<file path="config.mk">
export PLATFORM = sky130hd
export DESIGN_NAME = sar_rdout_seq
export DESIGN_NICKNAME = d
export VERILOG_FILES = /design/src/rtl/sar_seq_pkg.sv /design/src/rtl/sar_seq_sclk.sv /design/src/rtl/sar_seq_capture.sv /design/src/rtl/sar_seq_idle.sv /design/src/rtl/sar_rdout_seq.sv
export SDC_FILE = /design/constraint.sdc
export NUM_CORES = 1
export LEC_CHECK = 0
export ABC_AREA = 1
export BUFFER_PORTS_ARGS = -buffer_cell sky130_fd_sc_hd__buf_2
export CAP_MARGIN = 25
export CELL_PAD_IN_SITES_DETAIL_PLACEMENT = 1
export CELL_PAD_IN_SITES_GLOBAL_PLACEMENT = 2
export CORE_UTILIZATION = 38
export CTS_CLUSTER_DIAMETER = 50
export CTS_CLUSTER_SIZE = 10
export DETAILED_ROUTE_END_ITERATION = 10
export PLACE_DENSITY = 0.94
export SYNTH_ARGS = -nofsm -noshare
export SYNTH_HDL_FRONTEND = slang
export SYNTH_HIERARCHICAL = 1
export SYNTH_SLANG_ARGS = --single-unit
</file>
<file path="constraint.sdc">
create_clock -name clk -period 2.5 [get_ports clk]
set_input_delay 0.5 -clock clk [delete_from_list [all_inputs] [get_ports clk]]
set_output_delay 0.5 -clock clk [all_outputs]
set_load 0.03 [all_outputs]
</file>
<file path="src/rtl/sar_seq_pkg.sv">
package sar_seq_pkg;
   typedef enum logic {
      SEQ_IDLE  = 1'b0,
      SEQ_FRAME = 1'b1
   } seq_state_t;

   function automatic int unsigned gap_cycles(input int unsigned mhz, input int unsigned ns);
      return (mhz * ns) / 1000;
   endfunction
endpackage

</file>
<file path="src/rtl/sar_seq_sclk.sv">
module sar_seq_sclk #(
   parameter int unsigned CLK_DIV    = 4,
   parameter int unsigned FRAME_BITS = 16
) (
   input  logic clk,
   input  logic rst_n,
   input  logic run_i,
   output logic sclk_o,
   output logic sample_o,
   output logic last_o
);
   localparam int unsigned HALF  = CLK_DIV / 2;
   localparam int unsigned CNT_W = $clog2(CLK_DIV);
   localparam int unsigned BIT_W = (FRAME_BITS > 1) ? $clog2(FRAME_BITS) : 1;
   localparam bit          POW2  = ((CLK_DIV & (CLK_DIV - 1)) == 0);

   logic [CNT_W-1:0] cnt_q;
   logic [BIT_W-1:0] bit_q;
   logic             wrap;

   assign wrap     = (cnt_q == CNT_W'(CLK_DIV - 1));
   assign sample_o = run_i && (cnt_q == CNT_W'(HALF - 1));
   assign last_o   = run_i && wrap && (bit_q == BIT_W'(FRAME_BITS - 1));

   always_ff @(posedge clk or negedge rst_n) begin
      if (!rst_n) begin
         cnt_q <= '0;
         bit_q <= '0;
      end else if (!run_i) begin
         cnt_q <= '0;
         bit_q <= '0;
      end else if (wrap) begin
         cnt_q <= '0;
         bit_q <= bit_q + 1'b1;
      end else begin
         cnt_q <= cnt_q + 1'b1;
      end
   end

   generate
      if (POW2) begin : g_msb_phase
         // power-of-two ratio: counter MSB is already the high half
         assign sclk_o = cnt_q[CNT_W-1];
      end else begin : g_cmp_phase
         logic sclk_q;
         always_ff @(posedge clk or negedge rst_n) begin
            if (!rst_n)                             sclk_q <= 1'b0;
            else if (!run_i)                        sclk_q <= 1'b0;
            else if (cnt_q == CNT_W'(HALF - 1))     sclk_q <= 1'b1;
            else if (wrap)                          sclk_q <= 1'b0;
         end
         assign sclk_o = sclk_q;
      end
   endgenerate
endmodule

</file>
<file path="src/rtl/sar_seq_capture.sv">
module sar_seq_capture #(
   parameter int unsigned FRAME_BITS = 16,
   parameter int unsigned RES_BITS   = 12,
   parameter int unsigned LEAD_BITS  = 4
) (
   input  logic                clk,
   input  logic                rst_n,
   input  logic                sample_i,
   input  logic                sdata_i,
   output logic [RES_BITS-1:0] result_o
);
   // leading bits fall off the top, so only the field and any tail are stored
   localparam int unsigned SH_W = FRAME_BITS - LEAD_BITS;

   logic [SH_W-1:0] shift_q;

   always_ff @(posedge clk or negedge rst_n) begin
      if (!rst_n)        shift_q <= '0;
      else if (sample_i) shift_q <= {shift_q[SH_W-2:0], sdata_i};
   end

   assign result_o = shift_q[SH_W-1 -: RES_BITS];
endmodule

</file>
<file path="src/rtl/sar_seq_idle.sv">
module sar_seq_idle #(
   parameter int unsigned IDLE_LIMIT  = 4000,
   parameter int unsigned CS_HIGH_MIN = 4
) (
   input  logic clk,
   input  logic rst_n,
   input  logic run_i,
   input  logic done_i,
   output logic fresh_o,
   output logic gap_ok_o,
   output logic primed_o
);
   localparam int unsigned CNT_W = $clog2(IDLE_LIMIT + 1);

   logic [CNT_W-1:0] idle_q;
   logic             primed_q;

   always_ff @(posedge clk or negedge rst_n) begin
      if (!rst_n) begin
         idle_q   <= '0;
         primed_q <= 1'b0;
      end else begin
         if (done_i) primed_q <= 1'b1;
         if (run_i)                              idle_q <= '0;
         else if (idle_q != CNT_W'(IDLE_LIMIT))  idle_q <= idle_q + 1'b1;
      end
   end

   assign primed_o = primed_q;
   assign fresh_o  = primed_q && (idle_q < CNT_W'(IDLE_LIMIT));
   assign gap_ok_o = (idle_q >= CNT_W'(CS_HIGH_MIN - 1));
endmodule

</file>
<file path="src/rtl/sar_rdout_seq.sv">
module sar_rdout_seq
   import sar_seq_pkg::*;
#(
   parameter int unsigned CLK_DIV     = 4,
   parameter int unsigned FRAME_BITS  = 16,
   parameter int unsigned RES_BITS    = 12,
   parameter int unsigned LEAD_BITS   = 4,
   parameter int unsigned SYS_CLK_MHZ = 200,
   parameter int unsigned MAX_GAP_NS  = 20000,
   parameter int unsigned CS_HIGH_MIN = 4
) (
   input  logic                clk,
   input  logic                rst_n,
   input  logic                req_i,
   output logic                busy_o,
   output logic                res_valid_o,
   output logic [RES_BITS-1:0] res_data_o,
   output logic                adc_cs_n_o,
   output logic                adc_sclk_o,
   input  logic                adc_sdata_i
);
   localparam int unsigned IDLE_LIMIT = gap_cycles(SYS_CLK_MHZ, MAX_GAP_NS);

   generate
      if (CLK_DIV < 2 || (CLK_DIV % 2) != 0) begin : g_bad_div
         $error("CLK_DIV must be even and at least 2");
      end
      if (FRAME_BITS < LEAD_BITS + RES_BITS || RES_BITS < 2) begin : g_bad_field
         $error("result field does not fit in the frame");
      end
      if (CS_HIGH_MIN < 1 || IDLE_LIMIT <= CS_HIGH_MIN) begin : g_bad_gap
         $error("idle limit must exceed the minimum chip-select high time");
      end
   endgenerate

   seq_state_t          state_q;
   logic                dummy_q;
   logic                pend_q;
   logic                valid_q;
   logic [RES_BITS-1:0] data_q;

   logic                run;
   logic                sample;
   logic                last;
   logic                fresh;
   logic                gap_ok;
   logic                primed;
   logic                accept;
   logic [RES_BITS-1:0] result;

   assign run    = (state_q == SEQ_FRAME);
   assign accept = req_i && !pend_q;

   sar_seq_sclk #(.CLK_DIV(CLK_DIV), .FRAME_BITS(FRAME_BITS)) sclk_i (
      .clk(clk), .rst_n(rst_n), .run_i(run),
      .sclk_o(adc_sclk_o), .sample_o(sample), .last_o(last)
   );

   sar_seq_capture #(.FRAME_BITS(FRAME_BITS), .RES_BITS(RES_BITS), .LEAD_BITS(LEAD_BITS)) cap_i (
      .clk(clk), .rst_n(rst_n), .sample_i(sample),
      .sdata_i(adc_sdata_i), .result_o(result)
   );

   sar_seq_idle #(.IDLE_LIMIT(IDLE_LIMIT), .CS_HIGH_MIN(CS_HIGH_MIN)) idle_i (
      .clk(clk), .rst_n(rst_n), .run_i(run), .done_i(last),
      .fresh_o(fresh), .gap_ok_o(gap_ok), .primed_o(primed)
   );

   always_ff @(posedge clk or negedge rst_n) begin
      if (!rst_n) begin
         state_q <= SEQ_IDLE;
         dummy_q <= 1'b0;
         pend_q  <= 1'b0;
         valid_q <= 1'b0;
         data_q  <= '0;
      end else begin
         valid_q <= 1'b0;
         if (accept) pend_q <= 1'b1;
         case (state_q)
            SEQ_IDLE: begin
               // an unprimed converter launches a frame even without a request
               if (gap_ok && (pend_q || !primed)) begin
                  state_q <= SEQ_FRAME;
                  dummy_q <= !fresh;
               end
            end
            default: begin
               if (last) begin
                  state_q <= SEQ_IDLE;
                  if (!dummy_q) begin
                     valid_q <= 1'b1;
                     data_q  <= result;
                     pend_q  <= 1'b0;
                  end
               end
            end
         endcase
      end
   end

   assign adc_cs_n_o  = !run;
   assign busy_o      = pend_q;
   assign res_valid_o = valid_q;
   assign res_data_o  = data_q;
endmodule

</file>
==> impl_metrics.tcl <==
set metrics [dict create \
    tightest_slew_ns 0.609 \
    cts_tree "built" \
    ir_drop_mv 0.215 \
    hold_viol 0 \
    grt_pass1_wl_um 8070 \
    fmax_mhz 574 \
    setup_viol 0 \
    cpMostUsedCell "nand2_1" \
    avgSynthCellArea_um2 8.33 \
    final_common_cell "nand2_1" \
    port_buffers 19 \
    nets 290 \
    synth-seq-area-share 0.545 \
    reg2reg_depth 6 \
    finalClockSkew_ns 0.00955 \
    worstSkewPairLatency_ns 0.31 \
    p_sw_mw 0.291 \
    routabilityCongestion 0.747 \
    clock-sinks 47 \
    syn_to_final_growth_pct 11.9 \
    cts_setup_buffers 0 \
    dieArea_um2 5990 \
    status "completed" \
    io_pins 20 \
    critPathKind "reg -> reg" \
    grtUsageTotal 0.173 \
    drt_iter0_markers 85 \
    r2r_start "sclk_i/cnt_q[0]$_DFF_PN0_" \
    clkTransAtPathRegs_ns 0.09 \
    worst_setup_path_start_kind "flop" \
    synth.ff_latch_count 47 \
    drive_gt1_frac 0.160 \
    cts-root-buf "clkbuf_8" \
    use_met3 0.0353 \
    critPathTopFamily "simple AND/OR/NAND/NOR gates" \
    hp-class "in -> async" \
    ant_nets 0 \
    required_ns 2.70 \
    crit_start "sclk_i/cnt_q[0]$_DFF_PN0_" \
    slew_headroom 0.594 \
    pwr-share-comb 0.020 \
    swShare 0.213 \
    grt_pass1_vias 1762 \
    period_needed_ns 1.74 \
    globalRouteOverflowTotal 0 \
    synth_nets 268 \
    end_kind "flop" \
    drc 0 \
    worstPathCellList "ha_1, nand2_1, nor2_1, nand3b_1, nand2_1, nand2_1" \
    syn_area_um2 2160 \
    finalWorstSetupSlack_ns 0.759 \
    pre_cts_ws_ns 0.744 \
    p_leak_nw 1.25 \
    antenna_found_initial 0 \
    die_h_um 77.4 \
    via_per_inst 4.77 \
    p_seq_frac 0.569 \
    wirelength_um 4460 \
    met1_usage 0.219 \
    place_area_um2 2300 \
    dpl.hpwl_um 3080 \
    design_area_um2 2410 \
    drv_cap 0 \
    max_stage_delay_ns 0.42 \
    yosysUniqueCellTypes 26 \
    clkPwrFrac 0.411 \
    r2r_end "res_data_o[5]$_DFFE_PN0P_" \
    cts_made_buffers 5 \
    cpMaxStageDelayCell "nand3b_1" \
    cts.path.max_buffers 2 \
    cp-endpoint "res_data_o[5]$_DFFE_PN0P_" \
    ctsHtreeMaxLevel 2 \
    rsz0062_at_grt "false" \
    rows 27 \
    power.density_nw_per_um2 565 \
    post_cts_resized 0 \
    grt_max_degree 48 \
    power.internal_mw 1.07 \
    yosys_warnings 6 \
    min_period_over_period 0.696 \
    arrival_ns 1.94 \
    cp_max_fo 12 \
    dr.pass1.iters 4 \
    reg2reg_setup_slack_ns 0.76 \
    wire_per_inst_um 12.6 \
    setup_tns_ns 0 \
    grt-busiest-layer "met2" \
    hold_buffers 0 \
    grt_util_met2 0.278 \
    layout_common_cells "nand2_1 (107), dfrtp_1 (47), nor2_1 (26), inv_1 (21), buf_2 (19)" \
    fin_util 0.439 \
    vias 1687 \
    antenna_cells 0 \
    crit_cells 6 \
    drv_slew 0 \
    fp.dieW_um 77.4 \
    cp_num_buf_inv 0 \
    core_area_um2 5510 \
    start_util 0.392 \
    netlist_instances 259 \
]
[area by class of cell]
| cell class | instances | area [µm²] |
|---|---|---|
| Fill cell | 699 | 3090 |
| Sequential cell | 47 | 1180 |
| Inverter | 23 | 86.3 |
| Clock inverter | 3 | 43.8 |
| Tap cell | 72 | 90.1 |
| Multi-Input combinational cell | 184 | 847 |
| Clock buffer | 5 | 68.8 |
| Timing Repair Buffer | 20 | 103 |
[cell families after synthesis]
group,synth area share
simple gates,0.318
fa+ha+maj,0.0290
xor+xnor,0.00406
buf+inv,0.0626
flops,0.545
compound gates,0.0412
[layer usage]
layer,vias to the layer above,part of all wire
met1,817,0.46
met5,-,0
li1,837,-
met4,0,0.029
met2,23,0.48
met3,10,0.029
[per-stage QoR]
step / hold WS, ns / std cells / power [mW]
after global routing: 0.331 / 354 / 1.42
after global placement: 0.442 / 346 / 0.818
final: 0.282 / 354 / 1.36
after floorplan: 0.204 / 259 / 0.797
after detailed placement: 0.453 / 346 / 0.820
after CTS: 0.305 / 354 / 1.39
[flip-flops by register name, indices dropped and copies added (netlist names), 2 cells and up]
signal          count
cap_i/result_o     12
idle_i/idle_q      12
res_data_o         12
sclk_i/bit_q        4
sclk_i/cnt_q        2
[synth_stat cells]
cell	number	area, µm²
buf_8	1	15.0
a21oi_1	8	40.0
a21oi_2	1	8.76
ha_1	5	62.6
xor2_1	1	8.76
o21ai_2	1	8.76
nand2_2	2	12.5
o21ai_0	5	25.0
nor3_1	2	10.0
nand2_1	107	402
or2_4	1	8.76
dfrtp_1	47	1180
inv_1	21	78.8
nand3_1	10	50.1
buf_6	1	11.3
inv_2	2	7.51
nor2_1	26	97.6
or2_2	1	6.26
nand3_2	2	20.0
clkbuf_4	1	7.51
nor2_2	5	31.3
a31oi_1	1	6.26
nor2_4	2	22.5
buf_4	2	15.0
nand3b_1	1	7.51
nand4_1	3	18.8
[worst min path at each step]
| stage | start | end | slack, ns | depth (start not counted) |
|---|---|---|---|---|
| after floorplan | rst_n | busy_o$_DFF_PN0_ | 0.20 | 0 |
| after detailed placement | res_data_o[4]$_DFFE_PN0P_ | res_data_o[4]$_DFFE_PN0P_ | 0.45 | 2 |
| after global placement | sclk_i/cnt_q[0]$_DFF_PN0_ | sclk_i/cnt_q[0]$_DFF_PN0_ | 0.44 | 1 |
| after global routing | rst_n | res_data_o[3]$_DFFE_PN0P_ | 0.33 | 2 |
| final | rst_n | sclk_i/bit_q[1]$_DFFE_PN0P_ | 0.28 | 2 |
| after CTS | rst_n | res_data_o[3]$_DFFE_PN0P_ | 0.30 | 2 |
[power by group through the flow]
stage	registers [mW]	clock network (mW)	logic, mW
after CTS	0.776	0.588	0.0290
after global routing	0.778	0.610	0.0320
final	0.776	0.561	0.0270
after detailed placement	0.791	0	0.0289
after floorplan	0.789	0	0.00766
after global placement	0.791	0	0.0271
(Power assumes the default switching activity.)
